===== config.mk =====
export PLATFORM = sky130hd
export DESIGN_NAME = rgmii_tx_nibbler
export DESIGN_NICKNAME = d
export VERILOG_FILES = /design/src/rtl/rgmii_tx_nibbler.sv
export SDC_FILE = /design/constraint.sdc
export NUM_CORES = 1
export LEC_CHECK = 0
export ABC_AREA = 1
export BUFFER_PORTS_ARGS = -buffer_cell sky130_fd_sc_hd__clkbuf_2
export CAP_MARGIN = 20
export CORE_UTILIZATION = 40
export DETAILED_ROUTE_END_ITERATION = 16
export MAX_ROUTING_LAYER = met4
export SLEW_MARGIN = 15
export SYNTH_ARGS = -nofsm -noshare
export SYNTH_HDL_FRONTEND = slang
export SYNTH_SLANG_ARGS = --single-unit

===== constraint.sdc =====
create_clock -name clk -period 1.9 [get_ports clk]
set_input_delay 0.095 -clock clk [delete_from_list [all_inputs] [get_ports clk]]
set_output_delay 0.095 -clock clk [all_outputs]
set_load 0.02 [all_outputs]

===== src/rtl/rgmii_tx_nibbler.sv =====
module rgmii_tx_nibbler (
  input  logic       clk,
  input  logic       rst_n,
  input  logic [1:0] speed,
  input  logic [7:0] mac_data,
  input  logic       mac_en,
  input  logic       mac_err,
  output logic       mac_ready,
  output logic       tx_clk_out,
  output logic [3:0] txd,
  output logic       tx_ctl
);

  logic       gig_in;
  logic       gig_q;
  logic       pair_q;
  logic       hi_sel_q;
  logic       en_q;
  logic       er_q;
  logic [7:0] byte_q;
  logic [3:0] nib_rise;
  logic [3:0] nib_fall;
  logic [3:0] nib_slow;

  assign gig_in    = speed[1];
  assign mac_ready = gig_in | ~pair_q;

  always_ff @(posedge clk or negedge rst_n) begin
    if (!rst_n) begin
      gig_q    <= 1'b0;
      pair_q   <= 1'b0;
      hi_sel_q <= 1'b0;
      en_q     <= 1'b0;
      er_q     <= 1'b0;
      byte_q   <= 8'h00;
    end else begin
      hi_sel_q <= ~mac_ready;
      if (mac_ready) begin
        gig_q  <= gig_in;
        pair_q <= ~gig_in;
        en_q   <= mac_en;
        er_q   <= mac_err;
        byte_q <= mac_en ? mac_data : 8'h00;
      end else begin
        pair_q <= 1'b0;
      end
    end
  end

  assign nib_slow   = hi_sel_q ? byte_q[7:4] : byte_q[3:0];
  assign nib_rise   = gig_q ? byte_q[3:0] : nib_slow;
  assign nib_fall   = gig_q ? byte_q[7:4] : nib_slow;

  assign tx_clk_out = clk;
  assign txd        = clk ? nib_rise : nib_fall;
  assign tx_ctl     = clk ? en_q : (en_q ^ er_q);

endmodule


# ---- After elaboration in Yosys (flattened, before gate mapping)
# Index checks and enable logic that the tools add are counted.
dict set report word_totals {
  reg_bits 13
  latch_bits 0
  mem_bits_rw 0
  mem_bits_ro 0
  input_bits 14
  word_cells 18
  mem_count 0
}
dict set report op_classes {
  addsub 0
  multipliers 0
  div 0
  n_lt_le_gt_ge 0
  n_eq_ne 0
  n_shift 0
  n_mux 7
  n_bitwise 5
  reduce_logical 0
}
# op n
set ops {}
lappend ops {{4-bit 2-to-1 mux} 4}
lappend ops {{8-bit 2-to-1 mux} 1}
lappend ops {{1-bit inverter} 3}
lappend ops {{1-bit 2-to-1 mux} 2}
lappend ops {{1-bit OR} 1}
lappend ops {{1-bit XOR} 1}

# ---- Longest topological paths before layout
# Gate-level depths: netlist (run 1).
dict set report depth {
  ltp_word 3
  ltp_mapped 5
}

==> impl_metrics.tcl, run 1 <==
set metrics [dict create \
    status "finished, final reports clean" \
    fp.dieH_um 44.93 \
    synth-seq-area-share_pct 44.14 \
    ys_types 13 \
    synthFlopType "dfrtp_1" \
    die_width_um 44.93 \
    syn_avg_cell_area_sq_um 7.840 \
    gp_congestion 0.8688 \
    clk_pin_slew_ns 0.11 \
    grt_setup_unrepaired "no" \
    slew_viol_final 0 \
    ant_nets 0 \
    n_fill_cell 174 \
    clock_skew_ns 0.2103 \
    synth_top_area_share_pct 44.14 \
    slew_headroom_pct 78.53 \
    total_power_mw 1.100 \
    drive_gt1_share_pct 27.61 \
    drt_iter0_drc 28 \
    worstMarginPinSlew_ns 0.3221 \
    critPathMaxStageDelay_ns 0.15 \
    arrival_ns 1.63 \
    syn_area_sq_um 737.0 \
    cp_data_required_time_ns 1.80 \
    insertion_delay_ns 0.49 \
    coreArea_sq_um 1727 \
    post-place-ws_ns 0.4667 \
    cp-end-kind "primary output" \
    cap_violations 0 \
    syn_nets 108 \
    cts_tree "done" \
    yosysMostFrequentCell "nand2_1" \
    grt_pass1_vias 776 \
    cp_max_fo 4 \
    synth_area_leaders "dfrtp_1, nand2_1, nand3_2, inv_1, nand3_1" \
    synth_area_leader_cell "dfrtp_1" \
    wl_per_cell_um 11.04 \
    rows 15 \
    setup_tns_ns 0 \
    overflow 0 \
    synth-edff-count 0 \
    antenna_found_initial 0 \
    critPathSlowestCell "clkbuf_4" \
    postLayoutCellArea_sq_um 1010 \
    num_vias 773 \
    critical_path_class "clock port to primary output" \
    placed_cell_area_sq_um 822.0 \
    area_delta_synth_final_pct 37.01 \
    totalWireLength_um 1755 \
    n_antenna_cell 0 \
    worstSetupStartpointType "clock port" \
    powerDensity_nw_per_um2 1090 \
    finalHoldViolations 0 \
    synth-async-reset-ratio_pct 100.0 \
    vias_per_cell 4.862 \
    grt_usage_pct 20.76 \
    hp-class "input pin to asynchronous set/reset pin" \
    dpl.hpwl_um 1052 \
    cp_cell_sequence "clkbuf_4, clkbuf_4, o21ai_0, nand2_1, inv_1, clkbuf_2" \
    port_buffers 19 \
    ir_drop_mv 0.6498 \
    drc 0 \
    leakagePower_nw 0.5949 \
    yosys_warnings 0 \
    yosys-top-cells-count "nand2_1, inv_1, dfrtp_1" \
    final_util_pct 58.48 \
    synth-seq-cells 13 \
    setup_viol 0 \
    grt_pass1_wl_um 2787 \
    netlist_instances 94 \
    dieArea_sq_um 2018 \
    first_pass_iters 7 \
    fin_nets 148 \
    grt_start_max_net_pins 16 \
    ioPinCount 21 \
    cp_common_cell "clkbuf_4" \
    setup_slack_ns 0.1730 \
    start_util_pct 42.68 \
]
[per-stage QoR]
step / instances / hold WS [ns]
global placement: 135 / 0.005366
floorplan: 94 / -0.2006
global route: 159 / 0.009992
detailed placement: 135 / 0.006284
CTS: 159 / 0.07939
finish: 159 / 0.009657
[where the power goes]
group / switching [mW] / total, mW / internal (mW)
clock: 0.407 / 0.691 / 0.284
sequential: 0.0139 / 0.310 / 0.296
combinational: 0.0549 / 0.0989 / 0.0440
[routing by layer]
metal | wire length (um) | vias up | global-route usage (%)
li1 | - | 364 | -
met1 | 697 | 360 | 19.70
met2 | 862 | 40 | 28.99
met3 | 148 | 9 | 13.20
met4 | 46 | 0 | 17.58
met5 | 0 | - | -
[worst max-delay path: cells and delay by family]
| kind | cells | cell delay, ns |
|---|---|---|
| buffers and inverters | 4 | 0.47 |
| AND/OR/NAND/NOR | 1 | 0.07 |
| AO/OA/AOI/OAI | 1 | 0.15 |
[state kept, by name (all words and copies together) (netlist names)]
name	flops
byte_q	8
en_q	1
er_q	1
gig_q	1
hi_sel_q	1
pair_q	1
[worst paths after layout]
kind | endpoint | start | slack (ns) | depth (start not counted)
max reg2reg | byte_q[6]$_DFFE_PN0N_ | pair_q$_DFF_PN0_ | 0.70 | 4
min | er_q$_DFFE_PN0N_ | rst_n | 0.01 | 2
max | tx_ctl | clk | 0.17 | 6
max in group asynchronous | byte_q[6]$_DFFE_PN0N_ | rst_n | 1.45 | 2
min in group clk | pair_q$_DFF_PN0_ | speed[1] | 0.30 | 3
min reg2reg | byte_q[5]$_DFFE_PN0N_ | byte_q[5]$_DFFE_PN0N_ | 0.49 | 2
[area by class of cell]
class                      instances  area [sq um]  share of cell area, %
inverter                          14         52.55                  5.204
tap                               25         31.28                  3.098
multi-input combinational         62         310.3                  30.73
clock inverter                     6         22.52                  2.230
sequential                        13         325.3                  32.22
timing repair buffer              25         185.2                  18.34
clock buffer                      14         82.58                  8.178
[cell usage in the layout, fill, tap and decap left out]
master / count
nand3_1: 9
buf_2: 1
nand2_4: 1
nand3_2: 8
nand2_1: 39
o21ai_2: 1
dfrtp_1: 13
inv_2: 2
dlygate4sd3_1: 12
nor2_1: 1
clkbuf_2: 18
clkbuf_1: 2
clkbuf_4: 6
o21ai_0: 3
inv_1: 18
[cell families after synthesis]
family / after synthesis / synth area share (%)
and+or+nand+nor: 58 / 38.88
buffers and inverters: 19 / 13.75
AOI/OAI and AO/OA: 4 / 3.225
DFF: 13 / 44.14
[repair_timing]
item,4_1_cts,5_1_grt
gates resized for setup,0,1
setup buffers,0,0
endpoints found under the hold margin,24,5
endpoints found under the setup margin,0,1
hold buffers,11,1
No activity file was read; power rests on OpenSTA's default activity.
==> run 2: changes to the inputs <==
==> constraint.sdc (replaced) <==
create_clock -name clk -period 2.15 [get_ports clk]
set_input_delay 0.1075 -clock clk [delete_from_list [all_inputs] [get_ports clk]]
set_output_delay 0.1075 -clock clk [all_outputs]
set_load 0.02 [all_outputs]
==> run 2 against run 1 <==
Via count decreased by 6.1%. Critical path depth grew 2. Sequential share of layout area is 0.080 points higher. Combinational power down 13%. Count of clock-buffer cells in the layout increased by 1. Worst setup slack gained 0.0060 ns. Sequential power down 12%. Largest cell class unchanged. Highest routed layer unchanged.
==> impl_metrics.tcl, run 2 (synthesis gave the netlist of run 1 again) <==
set metrics [dict create \
    status "finished, final reports clean" \
    regMostFlops "byte_q" \
    gp_congestion 0.8692 \
    reg2reg_to "byte_q[0]$_DFFE_PN0N_" \
    leakagePower_nw 0.5951 \
    slew_headroom_pct 78.94 \
    worstMarginPinSlew_ns 0.3159 \
    final_common_cell "nand2_1" \
    clock_skew_ns 0.004438 \
    ir_drop_mv 0.3969 \
    critical_path_class "clock port to primary output" \
    finalHoldViolations 0 \
    drc 0 \
    dieArea_sq_um 2018 \
    grt_start_max_net_pins 16 \
    worstSetupStartpointType "clock port" \
    largest_reg_flops 8 \
    overflow 0 \
    cp-end-kind "primary output" \
    die_width_um 44.93 \
    setup_viol 0 \
    slew_viol_final 0 \
    ioPinCount 21 \
    dr.max_layer_used "met4" \
    wl_per_cell_um 10.42 \
    antenna_found_initial 0 \
    powerDensity_nw_per_um2 984.1 \
    grt_pass1_vias 708 \
    cp_common_cell "clkbuf_4" \
    cts_tree "done" \
    wl_met2_um 783 \
    fp.dieH_um 44.93 \
    crit_path_end "txd[3]" \
    ant_nets 0 \
    area_delta_synth_final_pct 36.67 \
    dpl.hpwl_um 1050 \
    totalWireLength_um 1657 \
    r2r-start "pair_q$_DFF_PN0_" \
    grt_pass1_wl_um 2697 \
    fin_nets 148 \
    setup_tns_ns 0 \
    insertion_delay_ns 0.41 \
    wl_met3_um 91 \
    rows 15 \
    port_buffers 19 \
    critPathMaxStageDelay_ns 0.17 \
    hp-class "input pin to flip-flop" \
    drive_gt1_share_pct 28.36 \
    arrival_ns 1.86 \
    start_util_pct 42.68 \
    first_pass_iters 2 \
    total_power_mw 0.9912 \
    r2r_cells 4 \
    cp_data_required_time_ns 2.04 \
    cp_max_fo 9 \
    critPathSlowestCell "clkbuf_4" \
    n_antenna_cell 0 \
    cap_violations 0 \
    cts_resized 0 \
    wl_met1_um 754 \
    final_cell_mix "nand2_1, clkbuf_2, inv_1" \
    clk_pin_slew_ns 0.11 \
    num_vias 726 \
    vias_per_cell 4.566 \
    grt_usage_pct 20.92 \
    coreArea_sq_um 1727 \
    startpoint "clk" \
    cp_cell_sequence "clkbuf_4, clkbuf_4, clkbuf_4, inv_1, nand2_1, nand3_1, nand2_1, clkbuf_2" \
    grt_setup_unrepaired "no" \
    r2r_slack_ns 1.15 \
    drt_iter0_drc 5 \
]
[run 2: cell types whose count changed in the layout (fill, tap and decap cells not counted)]
cell,change
clkbuf_2,+1
buf_2,-1
dlygate4sd3_1,-1
clkbuf_4,+1
[run 2: layout make-up]
class	count	area, sq um
inverter	14	52.55
clock inverter	6	22.52
tap	25	31.28
clock buffer	15	90.09
multi-input combinational	62	310.3
timing repair buffer	24	175.2
sequential	13	325.3
fill	172	719.4
[run 2: repair_timing]
action,CTS,global route
hold buffers,11,0
buffers inserted,0,0
endpoints found under the hold margin,24,0
[run 2: how the worst min path moves through the flow]
stage,from,to,slack [ns],depth (start not counted)
floorplan,rst_n,byte_q[0]$_DFFE_PN0N_,-0.19,0
global placement,rst_n,er_q$_DFFE_PN0N_,0.02,1
detailed placement,rst_n,er_q$_DFFE_PN0N_,0.02,1
CTS,mac_en,byte_q[5]$_DFFE_PN0N_,0.08,3
global route,mac_en,byte_q[1]$_DFFE_PN0N_,0.09,3
finish,mac_en,byte_q[2]$_DFFE_PN0N_,0.10,3
[run 2: critical path, delay by kind of cell]
kind / cells / cell delay (ns)
simple gates: 3 / 0.16
buf+inv: 5 / 0.62
[run 2: stage by stage]
stage | hold slack [ns] | cell area (sq um) | std cells | setup slack (ns) | utilization, %
2_1_floorplan | -0.1881 | 737.0 | 94 | 0.6296 | -
3_3_place_gp | 0.01786 | 822.0 | 135 | 0.5793 | 47.61
3_5_place_dp | 0.01953 | 822.0 | 135 | 0.5788 | 47.61
4_1_cts | 0.08453 | 1007 | 159 | 0.1620 | 58.33
5_1_grt | 0.08574 | 1007 | 159 | 0.09054 | 58.33
6_report | 0.1001 | 1007 | 159 | 0.1790 | 58.33
[run 2: where the power goes]
| part | total (mW) | switching [mW] | internal (mW) |
|---|---|---|---|
| Sequential | 0.274 | 0.0121 | 0.262 |
| Combinational | 0.0862 | 0.0484 | 0.0377 |
| Clock | 0.631 | 0.359 | 0.273 |
| Total | 0.991 | 0.419 | 0.572 |
[run 2: routing by layer]
layer	GRT usage, %	vias up
li1	-	367
met1	20.41	334
met2	27.25	21
met3	12.40	4
met4	21.82	0
met5	-	-
==> run 3: changes to the inputs <==
--- a/config.mk
+++ b/config.mk
@@ -11,6 +11,7 @@
 export CORE_UTILIZATION = 40
 export DETAILED_ROUTE_END_ITERATION = 16
 export MAX_ROUTING_LAYER = met4
+export REMOVE_ABC_BUFFERS = 1
 export SLEW_MARGIN = 15
 export SYNTH_ARGS = -nofsm -noshare
 export SYNTH_HDL_FRONTEND = slang
==> run 3 against run 2 <==
Cell area increased by 0.12%. Utilization increased by 0.072 points. Total power down 0.73%. Clock skew up 0.0051 ns. Via count shrank 1.5%. Die area unchanged. Non-clock buffer count is the same. First-iteration DRC count fell by 20%. Count of clock-buffer cells in the layout shrank 1. Worst setup slack worse by 0.010 ns. Critical path depth is the same. Largest cell class unchanged. Highest routed layer unchanged.
==> impl_metrics.tcl, run 3 (synthesis gave the netlist of run 1 again) <==
set metrics [dict create \
    overflow 0 \
    dieArea_sq_um 2018 \
    rows 15 \
    layout.cells.non_filler 159 \
    status "finished, final reports clean" \
    total_power_mw 0.9839 \
    antenna_found_initial 0 \
    port_buffers 19 \
    regMostFlops "byte_q" \
    ant_nets 0 \
    area_delta_synth_final_pct 36.84 \
    first_pass_iters 4 \
    insertion_delay_ns 0.41 \
    n_fill_cell 174 \
    grt_pass1_wl_um 2856 \
    grt_pass1_vias 808 \
    drc 0 \
    drive_gt1_share_pct 29.10 \
    arrival_ns 1.87 \
    largest_reg_flops 8 \
    fp.dieH_um 44.93 \
    grt_usage_pct 21.60 \
    worstSetupStartpointType "clock port" \
    grt_start_max_net_pins 16 \
    powerDensity_nw_per_um2 975.6 \
    critPathSlowestCell "clkbuf_4" \
    critical_path_class "clock port to primary output" \
    wl_per_cell_um 9.987 \
    leakagePower_nw 0.5978 \
    cp_cell_sequence "clkbuf_4, clkbuf_4, clkbuf_4, inv_1, nand2_1, nand3_1, nand2_1, clkbuf_2" \
    slew_headroom_pct 77.42 \
    post-place-cells 135 \
    coreArea_sq_um 1727 \
    drt_iter0_drc 4 \
    setup_tns_ns 0 \
    dpl.hpwl_um 1039 \
    setup_viol 0 \
    final_common_cell "nand2_1" \
    cp_common_cell "clkbuf_4" \
    clock_skew_ns 0.009495 \
    start_util_pct 42.68 \
    gp_congestion 0.8646 \
    finalHoldViolations 0 \
    n_antenna_cell 0 \
    die_width_um 44.93 \
    grt_setup_unrepaired "no" \
    hp-class "input pin to flip-flop" \
    final_cell_mix "nand2_1, clkbuf_2, inv_1" \
    worstMarginPinSlew_ns 0.3387 \
    post_cts_buffers 0 \
    ir_drop_mv 0.5643 \
    final_util_pct 58.41 \
    cp_max_fo 10 \
    cts_tree "done" \
    r2r_slack_ns 1.13 \
    fin_nets 148 \
    slew_viol_final 0 \
    hold_slack_ns 0.09207 \
    clk_pin_slew_ns 0.11 \
    cap_violations 0 \
    cp_data_required_time_ns 2.04 \
    vias_per_cell 4.497 \
    critPathMaxStageDelay_ns 0.17 \
    totalWireLength_um 1588 \
    num_vias 715 \
    cp-end-kind "primary output" \
    ioPinCount 21 \
]
-- run 3: metrics by stage --
step                setup WS (ns)  cell area, sq um
detailed placement         0.5789             822.0
global route              0.07910              1008
global placement           0.5789             822.0
CTS                        0.1481              1008
floorplan                  0.6296             695.7
finish                     0.1690              1008
-- run 3: critical path, delay by kind of cell --
| kind | cells | cell delay [ns] |
|---|---|---|
| buffers and inverters | 5 | 0.62 |
| AND/OR/NAND/NOR | 3 | 0.16 |
-- run 3: worst paths after layout --
path,from,to,cells past startpoint
worst max-delay path,clk,txd[1],8
worst min-delay path,mac_en,byte_q[0]$_DFFE_PN0N_,3
worst max register to register,pair_q$_DFF_PN0_,byte_q[5]$_DFFE_PN0N_,4
worst min register to register,byte_q[7]$_DFFE_PN0N_,byte_q[7]$_DFFE_PN0N_,2
max in group asynchronous,rst_n,hi_sel_q$_DFF_PN0_,2
min in group asynchronous,rst_n,gig_q$_DFFE_PN0N_,2
-- run 3: metal layers --
metal | track usage, % | wire length [um]
met5 | - | 0
met1 | 22.39 | 711
met3 | 15.60 | 95
met4 | 20.61 | 21
met2 | 25.51 | 759
-- run 3: report_power, final --
| part | internal, mW | switching [mW] | leakage [nW] |
|---|---|---|---|
| combinational | 0.0377 | 0.0471 | 0.279 |
| clock | 0.270 | 0.355 | 0.154 |
| sequential | 0.262 | 0.0122 | 0.164 |
-- run 3: area by class of cell --
cell class	count	area [sq um]	area share [%]
tap	25	31.28	3.102
multi-input combinational	62	310.3	30.77
clock inverter	7	27.53	2.730
sequential	13	325.3	32.26
timing repair buffer	24	175.2	17.37
inverter	14	52.55	5.211
clock buffer	14	86.33	8.561
-- run 3: what timing repair did --
item | CTS | global route
gates resized for setup | 0 | 0
endpoints found under the setup margin | 0 | 0
endpoints found under the hold margin | 24 | 0
hold buffers | 11 | 0
